==> config.mk <==
export PLATFORM = sky130hd
export DESIGN_NAME = coh_req_ctrl
export DESIGN_NICKNAME = d
export VERILOG_FILES = /design/src/rtl/coh_req_pkg.sv /design/src/rtl/coh_rst_sync.sv /design/src/rtl/coh_attr_decode.sv /design/src/rtl/coh_req_select.sv /design/src/rtl/coh_req_fsm.sv /design/src/rtl/coh_req_ctrl.sv
export SDC_FILE = /design/constraint.sdc
export NUM_CORES = 1
export LEC_CHECK = 0
export BUFFER_PORTS_ARGS = -buffer_cell sky130_fd_sc_hd__buf_2
export CORE_MARGIN = 8
export CORE_UTILIZATION = 49
export DETAILED_ROUTE_END_ITERATION = 10
export MAX_ROUTING_LAYER = met4
export PLACE_DENSITY = 0.81
export SYNTH_ARGS = -nofsm -noshare
export SYNTH_HDL_FRONTEND = slang
export SYNTH_SLANG_ARGS = --single-unit
==> constraint.sdc <==
create_clock -name clk -period 3.74 [get_ports clk]
set_input_delay 0.748 -clock clk [delete_from_list [all_inputs] [get_ports clk]]
set_output_delay 0.748 -clock clk [all_outputs]
set_load 0.02 [all_outputs]
==> src/rtl/coh_req_pkg.sv <==
package coh_req_pkg;

  localparam int ATTR_W = 3;

  localparam logic [ATTR_W-1:0] ATTR_UNC = 3'd2;
  localparam logic [ATTR_W-1:0] ATTR_NC  = 3'd3;
  localparam logic [ATTR_W-1:0] ATTR_SHR = 3'd4;
  localparam logic [ATTR_W-1:0] ATTR_EXC = 3'd5;
  localparam logic [ATTR_W-1:0] ATTR_UPD = 3'd6;

  typedef enum logic [2:0] {
    POL_BYPASS,
    POL_NONCOH,
    POL_INVAL,
    POL_UPDATE,
    POL_OWN
  } policy_e;

  typedef enum logic [2:0] {
    RQ_NONE      = 3'd0,
    RQ_RD_DIRECT = 3'd1,
    RQ_WR_DIRECT = 3'd2,
    RQ_BLK_NC    = 3'd3,
    RQ_BLK_COH   = 3'd4,
    RQ_BLK_OWN   = 3'd5,
    RQ_INVAL     = 3'd6,
    RQ_UPDATE    = 3'd7
  } req_e;

  typedef enum logic [1:0] {
    ST_IDLE  = 2'd0,
    ST_ISSUE = 2'd1,
    ST_WAIT  = 2'd2
  } state_e;

endpackage

==> src/rtl/coh_rst_sync.sv <==
module coh_rst_sync #(
  parameter int STAGES = 2
) (
  input  logic clk,
  input  logic rst_n,
  output logic rst_sync_n
);
  localparam int LAST = STAGES - 1;

  logic [LAST:0] chain_q;
  logic [LAST:0] chain_d;

  generate
    if (STAGES == 1) begin : g_single
      assign chain_d = 1'b1;
    end else begin : g_multi
      assign chain_d = {chain_q[LAST-1:0], 1'b1};
    end
  endgenerate

  always_ff @(posedge clk or negedge rst_n) begin
    if (!rst_n) chain_q <= '0;
    else        chain_q <= chain_d;
  end

  assign rst_sync_n = chain_q[LAST];
endmodule

==> src/rtl/coh_attr_decode.sv <==
module coh_attr_decode
  import coh_req_pkg::*;
(
  input  logic              mp_mode,
  input  logic [ATTR_W-1:0] attr,
  output policy_e           policy,
  output logic              illegal
);
  logic mp_only;
  logic known;

  always_comb begin
    mp_only = 1'b0;
    known   = 1'b1;
    policy  = POL_NONCOH;
    unique case (attr)
      ATTR_UNC: policy = POL_BYPASS;
      ATTR_NC:  policy = POL_NONCOH;
      ATTR_SHR: begin policy = POL_INVAL;  mp_only = 1'b1; end
      ATTR_EXC: begin policy = POL_OWN;    mp_only = 1'b1; end
      ATTR_UPD: begin policy = POL_UPDATE; mp_only = 1'b1; end
      default:  known = 1'b0;
    endcase
    illegal = !known || (mp_only && !mp_mode);
    if (illegal) policy = POL_NONCOH;
  end
endmodule

==> src/rtl/coh_req_select.sv <==
module coh_req_select
  import coh_req_pkg::*;
(
  input  policy_e policy,
  input  logic    is_store,
  input  logic    hit,
  input  logic    shared,
  output req_e    code
);
  logic shared_store_hit;

  assign shared_store_hit = is_store && hit && shared;

  always_comb begin
    code = RQ_NONE;
    if (policy == POL_BYPASS) begin
      code = is_store ? RQ_WR_DIRECT : RQ_RD_DIRECT;
    end else if (!hit) begin
      unique case (policy)
        POL_NONCOH: code = RQ_BLK_NC;
        POL_OWN:    code = RQ_BLK_OWN;
        default:    code = RQ_BLK_COH;
      endcase
    end else if (shared_store_hit) begin
      unique case (policy)
        POL_INVAL, POL_OWN: code = RQ_INVAL;
        POL_UPDATE:         code = RQ_UPDATE;
        default:            code = RQ_NONE;
      endcase
    end
  end
endmodule

==> src/rtl/coh_req_fsm.sv <==
module coh_req_fsm
  import coh_req_pkg::*;
#(
  parameter int ADDR_W = 40
) (
  input  logic              clk,
  input  logic              rst_n,
  input  logic              acc_valid,
  input  req_e              code,
  input  logic              code_err,
  input  logic [1:0]        acc_size,
  input  logic [ADDR_W-1:0] acc_addr,
  output logic              acc_ready,
  output logic              req_valid,
  input  logic              req_ready,
  output logic [2:0]        req_type,
  output logic [1:0]        req_size,
  output logic [ADDR_W-1:0] req_addr,
  input  logic              rsp_done,
  output logic              req_wait,
  output logic              attr_err
);
  state_e            state_q, state_d;
  logic [2:0]        type_q;
  logic [1:0]        size_q;
  logic [ADDR_W-1:0] addr_q;
  logic              err_q, err_d;
  logic              accept;
  logic              load_en;

  assign accept  = acc_valid && (state_q == ST_IDLE);
  assign load_en = accept && (code != RQ_NONE);
  assign err_d   = accept && code_err;

  always_comb begin
    state_d = state_q;
    unique case (state_q)
      ST_IDLE:  if (load_en)   state_d = ST_ISSUE;
      ST_ISSUE: if (req_ready) state_d = ST_WAIT;
      ST_WAIT:  if (rsp_done)  state_d = ST_IDLE;
      default:                 state_d = ST_IDLE;
    endcase
  end

  always_ff @(posedge clk or negedge rst_n) begin
    if (!rst_n) begin
      state_q <= ST_IDLE;
      err_q   <= 1'b0;
    end else begin
      state_q <= state_d;
      err_q   <= err_d;
    end
  end

  always_ff @(posedge clk or negedge rst_n) begin
    if (!rst_n) begin
      type_q <= RQ_NONE;
      size_q <= '0;
      addr_q <= '0;
    end else if (load_en) begin
      type_q <= code;
      size_q <= acc_size;
      addr_q <= acc_addr;
    end
  end

  assign acc_ready = (state_q == ST_IDLE);
  assign req_valid = (state_q == ST_ISSUE);
  assign req_wait  = (state_q == ST_WAIT);
  assign req_type  = type_q;
  assign req_size  = size_q;
  assign req_addr  = addr_q;
  assign attr_err  = err_q;
endmodule

==> src/rtl/coh_req_ctrl.sv <==
module coh_req_ctrl
  import coh_req_pkg::*;
#(
  parameter int ADDR_W      = 40,
  parameter int SYNC_STAGES = 2
) (
  input  logic              clk,
  input  logic              rst_n,
  input  logic              mp_mode,
  input  logic              acc_valid,
  output logic              acc_ready,
  input  logic              acc_store,
  input  logic [1:0]        acc_size,
  input  logic [ADDR_W-1:0] acc_addr,
  input  logic [2:0]        acc_attr,
  input  logic              cache_hit,
  input  logic              line_shared,
  output logic              req_valid,
  input  logic              req_ready,
  output logic [2:0]        req_type,
  output logic [1:0]        req_size,
  output logic [ADDR_W-1:0] req_addr,
  input  logic              rsp_done,
  output logic              req_wait,
  output logic              attr_err
);
  logic    rst_int_n;
  policy_e policy;
  logic    illegal;
  req_e    code;

  coh_rst_sync #(.STAGES(SYNC_STAGES)) u_rst (
    .clk        (clk),
    .rst_n      (rst_n),
    .rst_sync_n (rst_int_n)
  );

  coh_attr_decode u_dec (
    .mp_mode (mp_mode),
    .attr    (acc_attr),
    .policy  (policy),
    .illegal (illegal)
  );

  coh_req_select u_sel (
    .policy   (policy),
    .is_store (acc_store),
    .hit      (cache_hit),
    .shared   (line_shared),
    .code     (code)
  );

  coh_req_fsm #(.ADDR_W(ADDR_W)) u_fsm (
    .clk       (clk),
    .rst_n     (rst_int_n),
    .acc_valid (acc_valid),
    .code      (code),
    .code_err  (illegal),
    .acc_size  (acc_size),
    .acc_addr  (acc_addr),
    .acc_ready (acc_ready),
    .req_valid (req_valid),
    .req_ready (req_ready),
    .req_type  (req_type),
    .req_size  (req_size),
    .req_addr  (req_addr),
    .rsp_done  (rsp_done),
    .req_wait  (req_wait),
    .attr_err  (attr_err)
  );
endmodule

==> flow_summary.json <==
{
  "outcome": "finished clean",
  "compound_gate_fraction_of_synth_area_pct": 5.89,
  "clock_insertion_delay_worst_skew_ns": 0.29,
  "hp-class": "in -> async",
  "post_synth_fa_ha_maj_area_fraction_pct": 0,
  "postSynthCellCount": 135,
  "final_period_minus_worst_setup_slack_ns": 1.87,
  "cellPowerDensity_mw_per_mm2": 820,
  "crit_arrival_ns": 2.05,
  "routedWlPerCell_um": 17.0,
  "critPathMaxFanout": 22,
  "syn_to_final_growth_pct": 29.8,
  "floorplan.core_area_mm2": 0.00429,
  "cts_max_level": 2,
  "slew_viol_final": 0,
  "fmax_ghz": 0.534,
  "diodes_inserted": 0,
  "buffer_ports.inserted": 102,
  "period_utilisation_layout_pct": 50.1,
  "crit_path_start": "acc_attr[2]",
  "synth-edff-count": 0,
  "yosys.area_share.simple_pct": 4.21,
  "yosys-top-cells-area": "sky130_fd_sc_hd__dfrtp_1 (58%), sky130_fd_sc_hd__mux2_4 (26%), sky130_fd_sc_hd__mux2_2 (2.6%), sky130_fd_sc_hd__buf_6 (2.1%), sky130_fd_sc_hd__nand2b_1 (1.4%)",
  "setup_repair_after_global_routing_missed_its_margin": "no",
  "place_congestion": 0.738,
  "tritoncts_num_sinks": 50,
  "synth.distinct_cells": 29,
  "ys.flop_type": "sky130_fd_sc_hd__dfrtp_1",
  "synth_xor_area_share_pct": 0,
  "vias_per_cell": 4.99,
  "drt_pre_antenna_iters": 4,
  "die_area_mm2": 0.00681,
  "first_pass_grt_wire_length_um": 8040,
  "finalSetupViolations": 0,
  "synth_area_mm2": 0.00217,
  "cts-resized-gates": 0,
  "vias": 1462,
  "yosys_warnings": 0,
  "fillers": 340,
  "root_buffer": "sky130_fd_sc_hd__clkbuf_8",
  "via_count_of_the_first_global_routing_pass": 1679,
  "drt_iter0_markers": 43,
  "grt-ovfl-total": 0,
  "fp.dieW_um": 82.5,
  "antenna_found_initial": 0,
  "setup_total_negative_slack_ns": 0,
  "post_route_cells_drive_above_1_share_pct": 65.1,
  "synthDominantCellAreaShare_pct": 57.7,
  "floorplan.die.height_um": 82.5,
  "drc": 0,
  "endpoint_kind": "flip-flop",
  "synth-seq-area-share_pct": 57.7,
  "total_of_max_cap_violations": 0,
  "synth_async_sr_flop_share_pct": 100,
  "ant_nets": 0,
  "largest_family_of_logic_cells_by_synthesized_area": "multiplexers",
  "timing.rr.start": "u_fsm.state_q[0]",
  "worst_relative_slew_slack_pct": 32.7,
  "postSynthNetCount": 189,
  "grt_start_max_net_pins": 49,
  "placementRows": 24,
  "design.final.nets": 294,
  "initial_core_util_pct": 50.5,
  "final-hold-violation-count": 0,
  "skew_ns": 0.00663,
  "cp_data_required_time_ns": 3.91,
  "timing.setup.critical_path_class": "in -> reg",
  "ir_drop_mv": 0.350,
  "clk_pin_slew_ns": 0.09,
  "routed_wl_um": 4990,
  "cts_buffer_depth": 2,
  "p_leak_nw": 1.52,
  "grt.total_usage_pct": 15.8,
  "number_of_clock_buffers_inserted_by_tritoncts": 5,
  "post_synthesis_register_bit_count": 50,
  "final_hold_slack_ns": 0.221,
  "ioPinCount": 103,
  "cts_hold_buf": 0,
  "synth.mux.area_fraction_pct": 28.9,
  "detailed_place_hpwl_um": 3820,
  "tritoncts": "done",
  "post-cts-setup-buffers": 0,
  "post-synth-top-area-cell": "sky130_fd_sc_hd__dfrtp_1",
  "cp-start-kind": "primary input",
  "syn_area_per_cell_um2": 16.1,
  "worst_pin_slew_ns": 1.01
}
[layout make-up]
| cell class | count | area (um2) | area share [%] |
|---|---|---|---|
| Multi-Input combinational cell | 76 | 850 | 30.2 |
| Inverter | 3 | 11.3 | 0.400 |
| Tap cell | 52 | 65.1 | 2.31 |
| Timing Repair Buffer | 104 | 526 | 18.7 |
| Clock buffer | 6 | 72.6 | 2.58 |
| Clock inverter | 2 | 37.5 | 1.33 |
| Sequential cell | 50 | 1250 | 44.5 |
[placed cells by master (no fill, tap or decap), drive strengths merged]
cell,n
clkbuf,6
mux2,43
a32o,1
inv,3
a211oi,1
nor2,1
conb,1
and2,1
dfrtp,50
buf,104
o311ai,1
nand2,5
a21oi,1
o22ai,1
bufinv,1
o21ai,3
o21bai,2
a22o,2
nand2b,5
a21o,1
nand3,1
nor2b,1
clkinvlp,1
nor3b,2
o2bb2ai,1
a221o,1
nor3,1
[routing by layer]
| layer | share of wire, % | vias to the layer above | global-route usage (%) |
|---|---|---|---|
| met1 | 43 | 717 | 20.0 |
| li1 | - | 677 | - |
| met4 | 0.74 | 0 | 4.14 |
| met5 | 0 | - | - |
| met3 | 8.7 | 4 | 4.44 |
| met2 | 47 | 64 | 24.4 |
[worst max-delay path: stages]
cell	delay, ns
sky130_fd_sc_hd__buf_2	0.14
sky130_fd_sc_hd__nand2b_1	0.15
sky130_fd_sc_hd__o21ai_1	0.10
sky130_fd_sc_hd__o21ai_4	0.15
sky130_fd_sc_hd__buf_4	0.37
sky130_fd_sc_hd__mux2_2	0.39
[cells by family after synthesis]
kind of cell,Yosys count
DFF,50
AOI/OAI and AO/OA,15
buffers and inverters,9
other,1
muxes,43
and+or+nand+nor,17
[registers in the layout, summed over array words and instances (netlist names)]
signal,count
u_fsm.req_size,2
u_rst.chain_q,2
u_fsm.req_type,3
u_fsm.req_addr,40
u_fsm.state_q,2
u_fsm.attr_err,1
[through the flow]
step                total power [mW]  util, %  setup WS (ns)  cell area [um2]  instances
finish                          2.31     65.5           1.87             2810        293
floorplan                       1.61        -           1.82             2170        135
detailed placement              1.96     63.0           1.56             2700        285
global placement                1.93     63.0           1.60             2700        285
global route                    2.45     65.5           1.80             2810        293
CTS                             2.34     65.5           1.86             2810        293
[where the power goes]
part / total (mW) / internal [mW] / switching (mW)
logic: 1.03 / 0.490 / 0.543
registers: 0.908 / 0.772 / 0.135
clock network: 0.367 / 0.200 / 0.168
total: 2.31 / 1.46 / 0.847
[synth_stat cells (2+ instances only)]
master / count
sky130_fd_sc_hd__nor3b_1: 2
sky130_fd_sc_hd__a22o_1: 2
sky130_fd_sc_hd__nand2_1: 5
sky130_fd_sc_hd__inv_1: 3
sky130_fd_sc_hd__mux2_2: 5
sky130_fd_sc_hd__nand2b_1: 5
sky130_fd_sc_hd__buf_6: 4
sky130_fd_sc_hd__mux2_4: 38
sky130_fd_sc_hd__dfrtp_1: 50
sky130_fd_sc_hd__o21bai_1: 2
[final timing paths]
kind	end	slack (ns)	depth (start not counted)
min reg2reg	u_rst.chain_q[1]	0.36	0
min in group clk	u_rst.chain_q[1]	0.36	0
max	u_fsm.req_type[1]	1.87	6
min	u_rst.chain_q[0]	0.22	1
max reg2reg	u_fsm.req_addr[18]	2.10	5
max in group asynchronous	u_fsm.attr_err	2.66	0
(Power assumes the default switching activity.)
